<file path="src/rtl/sar_seq_pkg.sv">
package sar_seq_pkg;

    typedef enum logic {
        CV_IDLE,
        CV_RUN
    } conv_state_t;

    typedef enum logic [1:0] {
        RD_IDLE,
        RD_SHIFT,
        RD_DONE
    } rd_state_t;

endpackage

</file>
<file path="src/rtl/sar_seq_edge.sv">
module sar_seq_edge #(
    parameter bit DETECT_RISE = 1'b1,
    parameter bit IDLE_LVL    = 1'b0
) (
    input  logic clk,
    input  logic rst,
    input  logic sig,
    input  logic gate,
    output logic pulse
);

    logic sig_q;

    always_ff @(posedge clk) begin
        if (rst) begin
            sig_q <= IDLE_LVL;
        end else begin
            sig_q <= sig;
        end
    end

    generate
        if (DETECT_RISE) begin : g_rise
            assign pulse = gate & sig & ~sig_q;
        end else begin : g_fall
            assign pulse = gate & ~sig & sig_q;
        end
    endgenerate

endmodule

</file>
<file path="src/rtl/sar_seq_conv.sv">
module sar_seq_conv
    import sar_seq_pkg::*;
#(
    parameter int DATA_W      = 16,
    parameter int CONV_CYCLES = 20
) (
    input  logic              clk,
    input  logic              rst,
    input  logic              start,
    input  logic              pd,
    input  logic [DATA_W-1:0] sample_in,
    output logic              busy,
    output logic              done,
    output logic [DATA_W-1:0] result
);

    localparam int CNT_W = (CONV_CYCLES > 1) ? $clog2(CONV_CYCLES) : 1;
    localparam logic [CNT_W-1:0] CNT_LAST = CNT_W'(CONV_CYCLES - 1);

    conv_state_t       state, state_nx;
    logic [CNT_W-1:0]  cnt;
    logic [DATA_W-1:0] held;
    logic              accept;
    logic              at_last;

    assign accept  = start & ~pd;
    assign at_last = (cnt == CNT_LAST);

    // state register
    always_ff @(posedge clk) begin
        if (rst) begin
            state <= CV_IDLE;
        end else begin
            state <= state_nx;
        end
    end

    // transitions
    always_comb begin
        state_nx = state;
        unique case (state)
            CV_IDLE: if (accept)  state_nx = CV_RUN;
            CV_RUN:  if (at_last) state_nx = CV_IDLE;
            default: state_nx = CV_IDLE;
        endcase
    end

    // counter, hold and result
    always_ff @(posedge clk) begin
        if (rst) begin
            cnt    <= '0;
            held   <= '0;
            result <= '0;
        end else begin
            unique case (state)
                CV_IDLE: begin
                    if (accept) begin
                        held <= sample_in;
                        cnt  <= '0;
                    end
                end
                CV_RUN: begin
                    cnt <= cnt + CNT_W'(1);
                    if (at_last) begin
                        result <= held;
                    end
                end
                default: cnt <= '0;
            endcase
        end
    end

    // outputs
    always_comb begin
        busy = (state == CV_RUN);
        done = (state == CV_RUN) && at_last;
    end

    AST_START_RAISES_BUSY: assert property (@(posedge clk) disable iff (rst)
        (start && !pd && !busy) |=> busy);
    AST_DONE_DROPS_BUSY: assert property (@(posedge clk) disable iff (rst)
        done |=> !busy);
    AST_RESULT_HELD: assert property (@(posedge clk) disable iff (rst)
        (busy && !done) |=> $stable(result));
    AST_RESTART_IGNORED: assert property (@(posedge clk) disable iff (rst)
        (busy && start && !done) |=> busy);
    AST_PD_BLOCKS_START: assert property (@(posedge clk) disable iff (rst)
        (pd && !busy) |=> !busy);

endmodule

</file>
<file path="src/rtl/sar_seq_serial.sv">
module sar_seq_serial
    import sar_seq_pkg::*;
#(
    parameter int DATA_W = 16
) (
    input  logic              clk,
    input  logic              rst,
    input  logic              ser_mode,
    input  logic              cs_n,
    input  logic              rd_n,
    input  logic              inv_sync,
    input  logic              sclk_rise,
    input  logic              done,
    input  logic [DATA_W-1:0] result,
    output logic              sdout,
    output logic              sync,
    output logic              rd_err
);

    localparam int IDX_W = (DATA_W > 1) ? $clog2(DATA_W) : 1;
    localparam logic [IDX_W-1:0] IDX_LAST = IDX_W'(DATA_W - 1);

    rd_state_t         state, state_nx;
    logic [DATA_W-1:0] shreg;
    logic [IDX_W-1:0]  idx;
    logic              en;
    logic              frame_on;

    assign en = ser_mode & ~cs_n & ~rd_n;

    // state register
    always_ff @(posedge clk) begin
        if (rst) begin
            state <= RD_IDLE;
        end else begin
            state <= state_nx;
        end
    end

    // transitions
    always_comb begin
        state_nx = state;
        unique case (state)
            RD_IDLE: begin
                if (en && !done) state_nx = RD_SHIFT;
            end
            RD_SHIFT: begin
                if (done)                               state_nx = RD_IDLE;
                else if (sclk_rise && idx == IDX_LAST)  state_nx = RD_DONE;
            end
            RD_DONE: begin
                if (!en) state_nx = RD_IDLE;
            end
            default: state_nx = RD_IDLE;
        endcase
    end

    // shift register, bit index and error pulse
    always_ff @(posedge clk) begin
        if (rst) begin
            shreg  <= '0;
            idx    <= '0;
            rd_err <= 1'b0;
        end else begin
            rd_err <= (state == RD_SHIFT) && done;
            unique case (state)
                RD_IDLE: begin
                    if (en && !done) begin
                        shreg <= result;
                        idx   <= '0;
                    end
                end
                RD_SHIFT: begin
                    if (!done && sclk_rise) begin
                        shreg <= {shreg[DATA_W-2:0], 1'b0};
                        idx   <= idx + IDX_W'(1);
                    end
                end
                RD_DONE: idx <= idx;
                default: idx <= '0;
            endcase
        end
    end

    // outputs
    always_comb begin
        frame_on = (state == RD_SHIFT);
        sdout    = en & frame_on & shreg[DATA_W-1];
        sync     = (en & frame_on) ^ inv_sync;
    end

    AST_ERR_ONE_CYCLE: assert property (@(posedge clk) disable iff (rst)
        rd_err |=> !rd_err);
    AST_SYNC_IDLE_DESELECTED: assert property (@(posedge clk) disable iff (rst)
        (cs_n || rd_n) |-> (sync == inv_sync));
    AST_SDOUT_QUIET: assert property (@(posedge clk) disable iff (rst)
        (!ser_mode || cs_n || rd_n) |-> !sdout);
    AST_NO_SHIFT_DESELECTED: assert property (@(posedge clk) disable iff (rst)
        (cs_n && !done) |=> $stable(idx));

endmodule

</file>
<file path="src/rtl/sar_seq.sv">
module sar_seq
    import sar_seq_pkg::*;
#(
    parameter int DATA_W      = 16,
    parameter int CONV_CYCLES = 20
) (
    input  logic              clk,
    input  logic              rst,
    input  logic              conv_n,
    input  logic              pd,
    input  logic [DATA_W-1:0] adc_in,
    output logic              busy,
    input  logic              ser_mode,
    input  logic              cs_n,
    input  logic              rd_n,
    input  logic              sclk,
    input  logic              inv_sync,
    output logic              sdout,
    output logic              sync,
    output logic              rd_err,
    output logic              par_oe,
    output logic [DATA_W-1:0] par_data
);

    logic              start_pulse;
    logic              sclk_rise;
    logic              conv_done;
    logic [DATA_W-1:0] result;

    sar_seq_edge #(.DETECT_RISE(1'b0), .IDLE_LVL(1'b0)) u_start_edge (
        .clk   (clk),
        .rst   (rst),
        .sig   (conv_n),
        .gate  (1'b1),
        .pulse (start_pulse)
    );

    sar_seq_edge #(.DETECT_RISE(1'b1), .IDLE_LVL(1'b1)) u_sclk_edge (
        .clk   (clk),
        .rst   (rst),
        .sig   (sclk),
        .gate  (~cs_n),
        .pulse (sclk_rise)
    );

    sar_seq_conv #(.DATA_W(DATA_W), .CONV_CYCLES(CONV_CYCLES)) u_conv (
        .clk       (clk),
        .rst       (rst),
        .start     (start_pulse),
        .pd        (pd),
        .sample_in (adc_in),
        .busy      (busy),
        .done      (conv_done),
        .result    (result)
    );

    sar_seq_serial #(.DATA_W(DATA_W)) u_serial (
        .clk       (clk),
        .rst       (rst),
        .ser_mode  (ser_mode),
        .cs_n      (cs_n),
        .rd_n      (rd_n),
        .inv_sync  (inv_sync),
        .sclk_rise (sclk_rise),
        .done      (conv_done),
        .result    (result),
        .sdout     (sdout),
        .sync      (sync),
        .rd_err    (rd_err)
    );

    always_comb begin
        par_oe   = ~ser_mode & ~cs_n & ~rd_n;
        par_data = par_oe ? result : '0;
    end

    AST_ERR_AT_COMPLETION: assert property (@(posedge clk) disable iff (rst)
        rd_err |-> $fell(busy));
    AST_PAR_QUIET: assert property (@(posedge clk) disable iff (rst)
        !par_oe |-> (par_data == '0));
    AST_SERIAL_NOT_PARALLEL: assert property (@(posedge clk) disable iff (rst)
        ser_mode |-> !par_oe);

endmodule

</file>
<file path="config.mk">
export PLATFORM = sky130hd
export DESIGN_NAME = sar_seq
export DESIGN_NICKNAME = d
export VERILOG_FILES = /design/src/rtl/sar_seq_pkg.sv /design/src/rtl/sar_seq_edge.sv /design/src/rtl/sar_seq_conv.sv /design/src/rtl/sar_seq_serial.sv /design/src/rtl/sar_seq.sv
export SDC_FILE = /design/constraint.sdc
export NUM_CORES = 1
export LEC_CHECK = 0
export ABC_CLOCK_PERIOD_IN_PS = 2200
export BUFFER_PORTS_ARGS = -buffer_cell sky130_fd_sc_hd__buf_4
export CAP_MARGIN = 25
export CORE_MARGIN = 2
export CORE_UTILIZATION = 25
export CTS_BUF_LIST = sky130_fd_sc_hd__clkbuf_16
export DETAILED_ROUTE_END_ITERATION = 16
export REMOVE_ABC_BUFFERS = 1
export SYNTH_ARGS = -nofsm -noshare
export SYNTH_HDL_FRONTEND = slang
export SYNTH_HIERARCHICAL = 1
export SYNTH_SLANG_ARGS = --single-unit
</file>
<file path="constraint.sdc">
create_clock -name clk -period 2.2 [get_ports clk]
set_input_delay 0.11 -clock clk [delete_from_list [all_inputs] [get_ports clk]]
set_output_delay 0.11 -clock clk [all_outputs]
set_load 0.05 [all_outputs]
</file>
Word level (Yosys, flattened, before mapping)
Cells that the tools add are included. Widths: inputs -> output; s select.

Register bits: 63. Bits of input ports: 25. Output and inout port bits: 21. Logic and storage cells: 70.

Add/sub/neg operators: 2. Eq/ne operators: 9. Muxes and demuxes: 17. Bitwise operators: 19. Reduce and logical (&&, ||, !) cells: 13.

Operators with widths (number): $mux 16 (3); $pmux 16 s2 (1); $pmux 4 s3 (1); $and 1x1->1 (10); $pmux 5 s2 (1); $reduce_and 3->1 (3); $mux 2 (4); $mux 4 (2); $not 1->1 (8); $pmux 2 s3 (1); $add 5x1->5 const B (1); $eq 5x5->1 const B (1); $logic_and 1x1->1 (5); $mux 5 (1); $add 4x1->4 const B (1); $eq 4x4->1 const B (1); $ne 2x1->1 const B (2); $ne 2x2->1 const B (2); $reduce_and 2->1 (2); $ne 3x2->1 const B (1); $eq 2x1->1 const B (1); $eq 2x2->1 const B (1); $logic_not 2->1 (1); $mux 1 (2); 4 further kinds (4).

Logic depth before layout (Yosys ltp)
Depth after elaboration: 7. Depth in mapped cells: 10. Depth with buffers taken out: 7.

Cells and area by module
The synthesis kept the hierarchy.

Modules (own cells, without submodules): sar_seq_conv (instances 1, cells an instance 170, area an instance 1592.8 sq um, sequential area each 760.7 sq um); sar_seq_serial (instances 1, cells an instance 132, area an instance 1172.4 sq um, sequential area each 460.4 sq um); sar_seq (instances 1, cells an instance 25, area an instance 287.8 sq um, sequential area each 0.0 sq um); sar_seq_edge (u_sclk_edge) (instances 1, cells an instance 3, area an instance 36.3 sq um, sequential area each 20.0 sq um); sar_seq_edge (u_start_edge) (instances 1, cells an instance 3, area an instance 35.0 sq um, sequential area each 20.0 sq um).

Worst setup path before layout
OpenSTA, ideal clock, no wires.

Path kind: register to register. Start point: register u_conv.state, in the netlist u_conv/busy. End point: register u_serial.idx[2]. Setup time: 74 ps. Arrival time: 2066 ps. Data required time: 2126 ps. Slack: 59 ps. Cell stages (with the launch flop): 10. Path buffers: 3. Period minus slack after synthesis: 2141 ps. Cells stage by stage: dfxtp_1 -> buf_6 -> nand2_4 -> nor4b_4 -> buf_6 -> buf_12 -> nor2b_1 -> o21ai_0 -> nand3b_1 -> a31oi_1.

Word-level cells in the longest chain between the ends: 5. Elaborated cells between the ends (all ways): 7. Those cells by class: 2 x eq/ne; 5 x reduce/logical.

Ends and longest elaborated chain: start: declaration (RTL line sar_seq_conv.sv:20) `conv_state_t state, state_nx;`; start signal: assignment (RTL line sar_seq_conv.sv:34) `state <= state_nx;`; $logic_and 1x1->1 (*) (RTL line sar_seq_conv.sv:76) `done = (state == CV_RUN) && at_last;`; named net conv_done (RTL line sar_seq.sv:27) `logic conv_done;`; $logic_not 1->1 (*) (RTL line sar_seq_serial.sv:68, sar_seq_serial.sv:74); $logic_and 1x1->1 (on tied branches) (RTL line sar_seq_serial.sv:74, sar_seq_serial.sv:68); $ne 2x2->1 (no line) / $ne 2x1->1 (equally long branches); $reduce_and 3->1 (no line) (*); end signal: assignment (RTL line sar_seq_serial.sv:76) `idx <= idx + IDX_W'(1);`; end signal: assignment (RTL line sar_seq_serial.sv:79) `RD_DONE: idx <= idx;`; end: declaration (RTL line sar_seq_serial.sv:25) `logic [IDX_W-1:0] idx;`.

Mark *: on every way through the listed nets, which the timed path passes. The rest lies on a longest branch. A chain may end at the register's enable or synchronous reset.

Worst setup path in the final report
Start point: input conv_n. End point: register u_conv.cnt[4].

Word-level cells in the longest chain between the ends: 4.

Ends and longest elaborated chain: start: declaration (RTL line sar_seq.sv:9) `input logic conv_n,`; $not 1->1 (RTL line sar_seq_edge.sv:26) `assign pulse = gate & ~sig & sig_q;`; $and 1x1->1 (RTL line sar_seq_edge.sv:26); named net start_pulse (RTL line sar_seq.sv:25) `logic start_pulse;`; $and 1x1->1 (RTL line sar_seq_conv.sv:26) `assign accept = start & ~pd;`; $ne 2x1->1 (no line); end signal: assignment (RTL line sar_seq_conv.sv:63) `cnt <= cnt + CNT_W'(1);`; end: declaration (RTL line sar_seq_conv.sv:21) `logic [CNT_W-1:0] cnt;`.

The timed path passes the listed nets, and every way through them passes these cells.

==> results.md <==
* TritonCTS clock tree: built
* post-route antenna net violation count: 0
* full die area: 13400 um^2
* Port Buf Inserts: 45
* endpoints failing hold: 0
* first-pass GRT wire length: 11600 um
* Initial Utilization: 0.258
* maximum number of buffers from clock root to sink: 2
* endpoint kind of the worst setup timing path: flop
* Final setup viols: 0
* synthesis warning total: 6
* placeable core area: 12100 um^2
* switching part of the total: 0.221
* RSZ-0062 raised after global routing: no
* Clock power frac: 0.492
* 1st-iter DRT viols: 119
* standard-cell row count: 40
* worst-skew pair later-pin latency: 320 ps
* worst-path fanout max: 18
* setup clock skew after layout: 4.08 ps
* netlist area before placement: 3120 um^2
* syn avg cell area: 9.38 um^2
* total global-route track usage: 0.112
* Async SR Flop Fraction: 0
* leakage power summed over all cells: 1.24 nW
* portion of netlist area occupied by mux cells: 0.0577
* Initial DRT Pass Iterations: 6
* width of the die: 116 um
* worst setup path startpoint: conv_n
* critical hold path startpoint: adc_in[12]
* CTS Root Buffer Type: sky130_fd_sc_hd__clkbuf_16
* largest family of logic cells by synthesized area: simple AND/OR/NAND/NOR gates
* slew of the pin with the lowest slew margin: 794 ps
* sequential area share after synthesis: 0.404
* DRC errors left: 0
* startpoint kind of the worst setup timing path: primary input
* time the final worst path needs with I/O delays and setup: 1870 ps
* Fmax achieved: 0.534 GHz
* vias per cell: 4.43
* total of max-cap violations: 0
* Routed wire per std cell: 13.5 um
* count of H-tree levels built during CTS: 3
* share of cells above drive strength 1: 0.249
* result of the run: finished, final reports clean
* # hold bufs at CTS: 2
* Mapped Cells: 333
* number of antenna violations at the first check in global routing: 0
* vias in the first global route: 2353
* worst setup path end: u_conv/cnt[4]
* Vert. Die Dim: 116 um
* launching point of the worst reg2reg path: u_conv/cnt[0]
* post-synthesis compound-gate area fraction: 0.127
* sinks on the clock net: 63
* Total Nets Final: 395
* unique cell type count in the Yosys netlist: 45
* capturing point of the worst reg2reg path: u_serial/shreg[9]
* area growth from synthesis to final layout: 21.3%
* I/O pin cnt: 46
* commonest register cell after synthesis: sky130_fd_sc_hd__dfxtp_1
* PwrDens: 711 nW/um^2
* class of the worst hold path: primary input to flop
* Synth Area in Adders: 0.00801
* design internal power: 2.10 mW
* Net Switching: 0.596 mW
* worst path required time: 2370 ps
* final count of pins violating max slew: 0
* Placer Congestion: 0.718
* total of flip-flops plus latches after synthesis: 63
* final cell utilization of the core: 0.313
* dpl hpwl: 4750 um
* R2R Setup Slk: 350 ps
* total number of vias: 2398
* number of buffers added for setup after CTS: 0
* number of cells upsized or downsized after cts: 0
* Worst IR Drop VDD: 429 uV
* final design area excluding fillers: 3790 um^2
* total cell area at the placement stage: 3490 um^2
* simple-gate area share of the yosys netlist: 0.322
* maximum number of pins on one net before global-route repair: 80
* grt ovf: 0
* ant diodes: 0
* Worst Setup Slack post-DPL: 374 ps
* Crit Path Category: primary input to flop
* proportion of power drawn by combinational gates: 0.071
* fraction of power consumed by sequential logic: 0.437
* Worst Reg2Reg Path Length in Cells: 7
* xor/xnor share of the synthesized area: 0.00841
* final critical-path setup slack: 326 ps
* TritonCTS buffer count: 9
* CTS clock-pin slew for the worst setup and hold paths: 50 ps
* Post-synth EDFFs: 0
* period utilisation layout: 0.852
* relative slew slack: 0.471
* signal arrival time at the worst endpoint: 2050 ps
* aggregate routed wire length: 7290 um
[how the worst min path moves through the flow]
stage | to | slack (ps) | cells past startpoint
2_1_floorplan | u_serial/shreg[10] | 180 | 1
3_3_place_gp | u_sclk_edge/sig_q | 310 | 2
3_5_place_dp | u_sclk_edge/sig_q | 300 | 2
4_1_cts | u_conv/held[12] | 20 | 3
5_1_grt | u_conv/held[12] | 20 | 3
6_report | u_conv/held[12] | 40 | 3
[cell usage after synthesis, types with 2 or more instances]
master                     number  area [um^2]
sky130_fd_sc_hd__and2_1         3         18.8
sky130_fd_sc_hd__nor3_1         5         25.0
sky130_fd_sc_hd__nand2b_1      33          206
sky130_fd_sc_hd__clkbuf_1       8         30.0
sky130_fd_sc_hd__nor2_1        19         71.3
sky130_fd_sc_hd__inv_1          3         11.3
sky130_fd_sc_hd__dfxtp_1       63         1260
sky130_fd_sc_hd__mux2i_1       18          180
sky130_fd_sc_hd__a31oi_1        2         12.5
sky130_fd_sc_hd__nor4b_4        3         71.3
sky130_fd_sc_hd__nand3_1        4         20.0
sky130_fd_sc_hd__or2_2          2         12.5
sky130_fd_sc_hd__nor2b_1        3         18.8
sky130_fd_sc_hd__buf_4          2         15.0
sky130_fd_sc_hd__nand4_1        3         18.8
sky130_fd_sc_hd__ha_1           2         25.0
sky130_fd_sc_hd__xnor2_1        2         17.5
sky130_fd_sc_hd__nand2_1       68          255
sky130_fd_sc_hd__buf_12         2         40.0
sky130_fd_sc_hd__buf_2          5         25.0
sky130_fd_sc_hd__a311oi_2      14          210
sky130_fd_sc_hd__a21oi_1       24          120
sky130_fd_sc_hd__buf_6          9          101
sky130_fd_sc_hd__nor4b_1        7         61.3
sky130_fd_sc_hd__nor3b_1        2         15.0
sky130_fd_sc_hd__nor4b_2        8          120
[routing by layer]
layer	routed length (um)	global-route usage
met1	3330	0.129
met2	3630	0.198
met3	230	0.0272
met4	94	0.0484
met5	0	0
[sequential cells by signal, summed over array words and instances (netlist names)]
signal              cells
u_conv/held            16
u_conv/result          16
u_serial/shreg         16
u_conv/cnt              5
u_serial/idx            4
u_serial/state          2
u_conv/busy             1
u_sclk_edge/sig_q       1
u_serial/rd_err         1
u_start_edge/sig_q      1
[power groups by stage]
stage	Sequential, mW	Clock, mW	Combinational [mW]
after floorplan	1.20	0	0.0856
after global placement	1.20	0	0.185
after detailed placement	1.20	0	0.189
after CTS	1.18	1.36	0.192
after global routing	1.18	1.42	0.206
final	1.18	1.33	0.191
[cells in the final DEF, fill, tap and decap left out, types with 2 or more instances in the layout]
cell type                       netlist  final
sky130_fd_sc_hd__clkbuf_16            0      9
sky130_fd_sc_hd__clkinv_2             0      3
sky130_fd_sc_hd__nand3_1              4      4
sky130_fd_sc_hd__nand2b_1            33     33
sky130_fd_sc_hd__a31oi_1              2      2
sky130_fd_sc_hd__a311oi_2            14     14
sky130_fd_sc_hd__nor2b_1              3      3
sky130_fd_sc_hd__mux2i_1             18     18
sky130_fd_sc_hd__nor4b_4              3      3
sky130_fd_sc_hd__nor3_1               5      5
sky130_fd_sc_hd__or2_2                2      2
sky130_fd_sc_hd__inv_1                3      5
sky130_fd_sc_hd__dfxtp_1             63     63
sky130_fd_sc_hd__dlygate4sd3_1        0      2
sky130_fd_sc_hd__and2_1               3      3
sky130_fd_sc_hd__nand4_1              3      3
sky130_fd_sc_hd__ha_1                 2      2
sky130_fd_sc_hd__a21oi_1             24     24
sky130_fd_sc_hd__xnor2_1              2      2
sky130_fd_sc_hd__nand2_1             68     68
sky130_fd_sc_hd__nor3b_1              2      2
sky130_fd_sc_hd__nor4b_1              7      7
sky130_fd_sc_hd__buf_4                2     49
sky130_fd_sc_hd__nor4b_2              8      8
sky130_fd_sc_hd__nor2_1              19     19
[metrics by stage]
step                hold WS, ps  power (mW)  setup TNS, ps  std cells
CTS                        25.0        2.73              0        541
floorplan                   178        1.29         -12820        306
detailed placement          305        1.39              0        523
finish                     35.6        2.70              0        541
global placement            307        1.38              0        523
global route               24.5        2.81              0        541
[cell type report]
| cell class | count | area (um^2) |
|---|---|---|
| clock buffer | 9 | 225 |
| clock inverter | 7 | 56.3 |
| fill | 1323 | 8320 |
| inverter | 3 | 11.3 |
| multi-input combinational | 240 | 1640 |
| sequential | 63 | 1260 |
| tap | 168 | 210 |
| timing repair buffer | 51 | 388 |
[worst max-delay path, cell delays in order]
cell and delay (ps):
sky130_fd_sc_hd__dlygate4sd3_1 540, sky130_fd_sc_hd__buf_4 130, sky130_fd_sc_hd__and3b_1 260, sky130_fd_sc_hd__or3b_1 700
sky130_fd_sc_hd__nand3_1 220, sky130_fd_sc_hd__a21oi_1 80
[logic make-up after synthesis]
logic type               Yosys count
AND/OR/NAND/NOR                  170
multiplexers                      18
flip-flops                        63
other                              1
XOR/XNOR                           3
buffers and inverters             30
AO/OA/AOI/OAI                     46
adder cells (fa/ha/maj)            2
No activity file was read; power rests on OpenSTA's default activity.
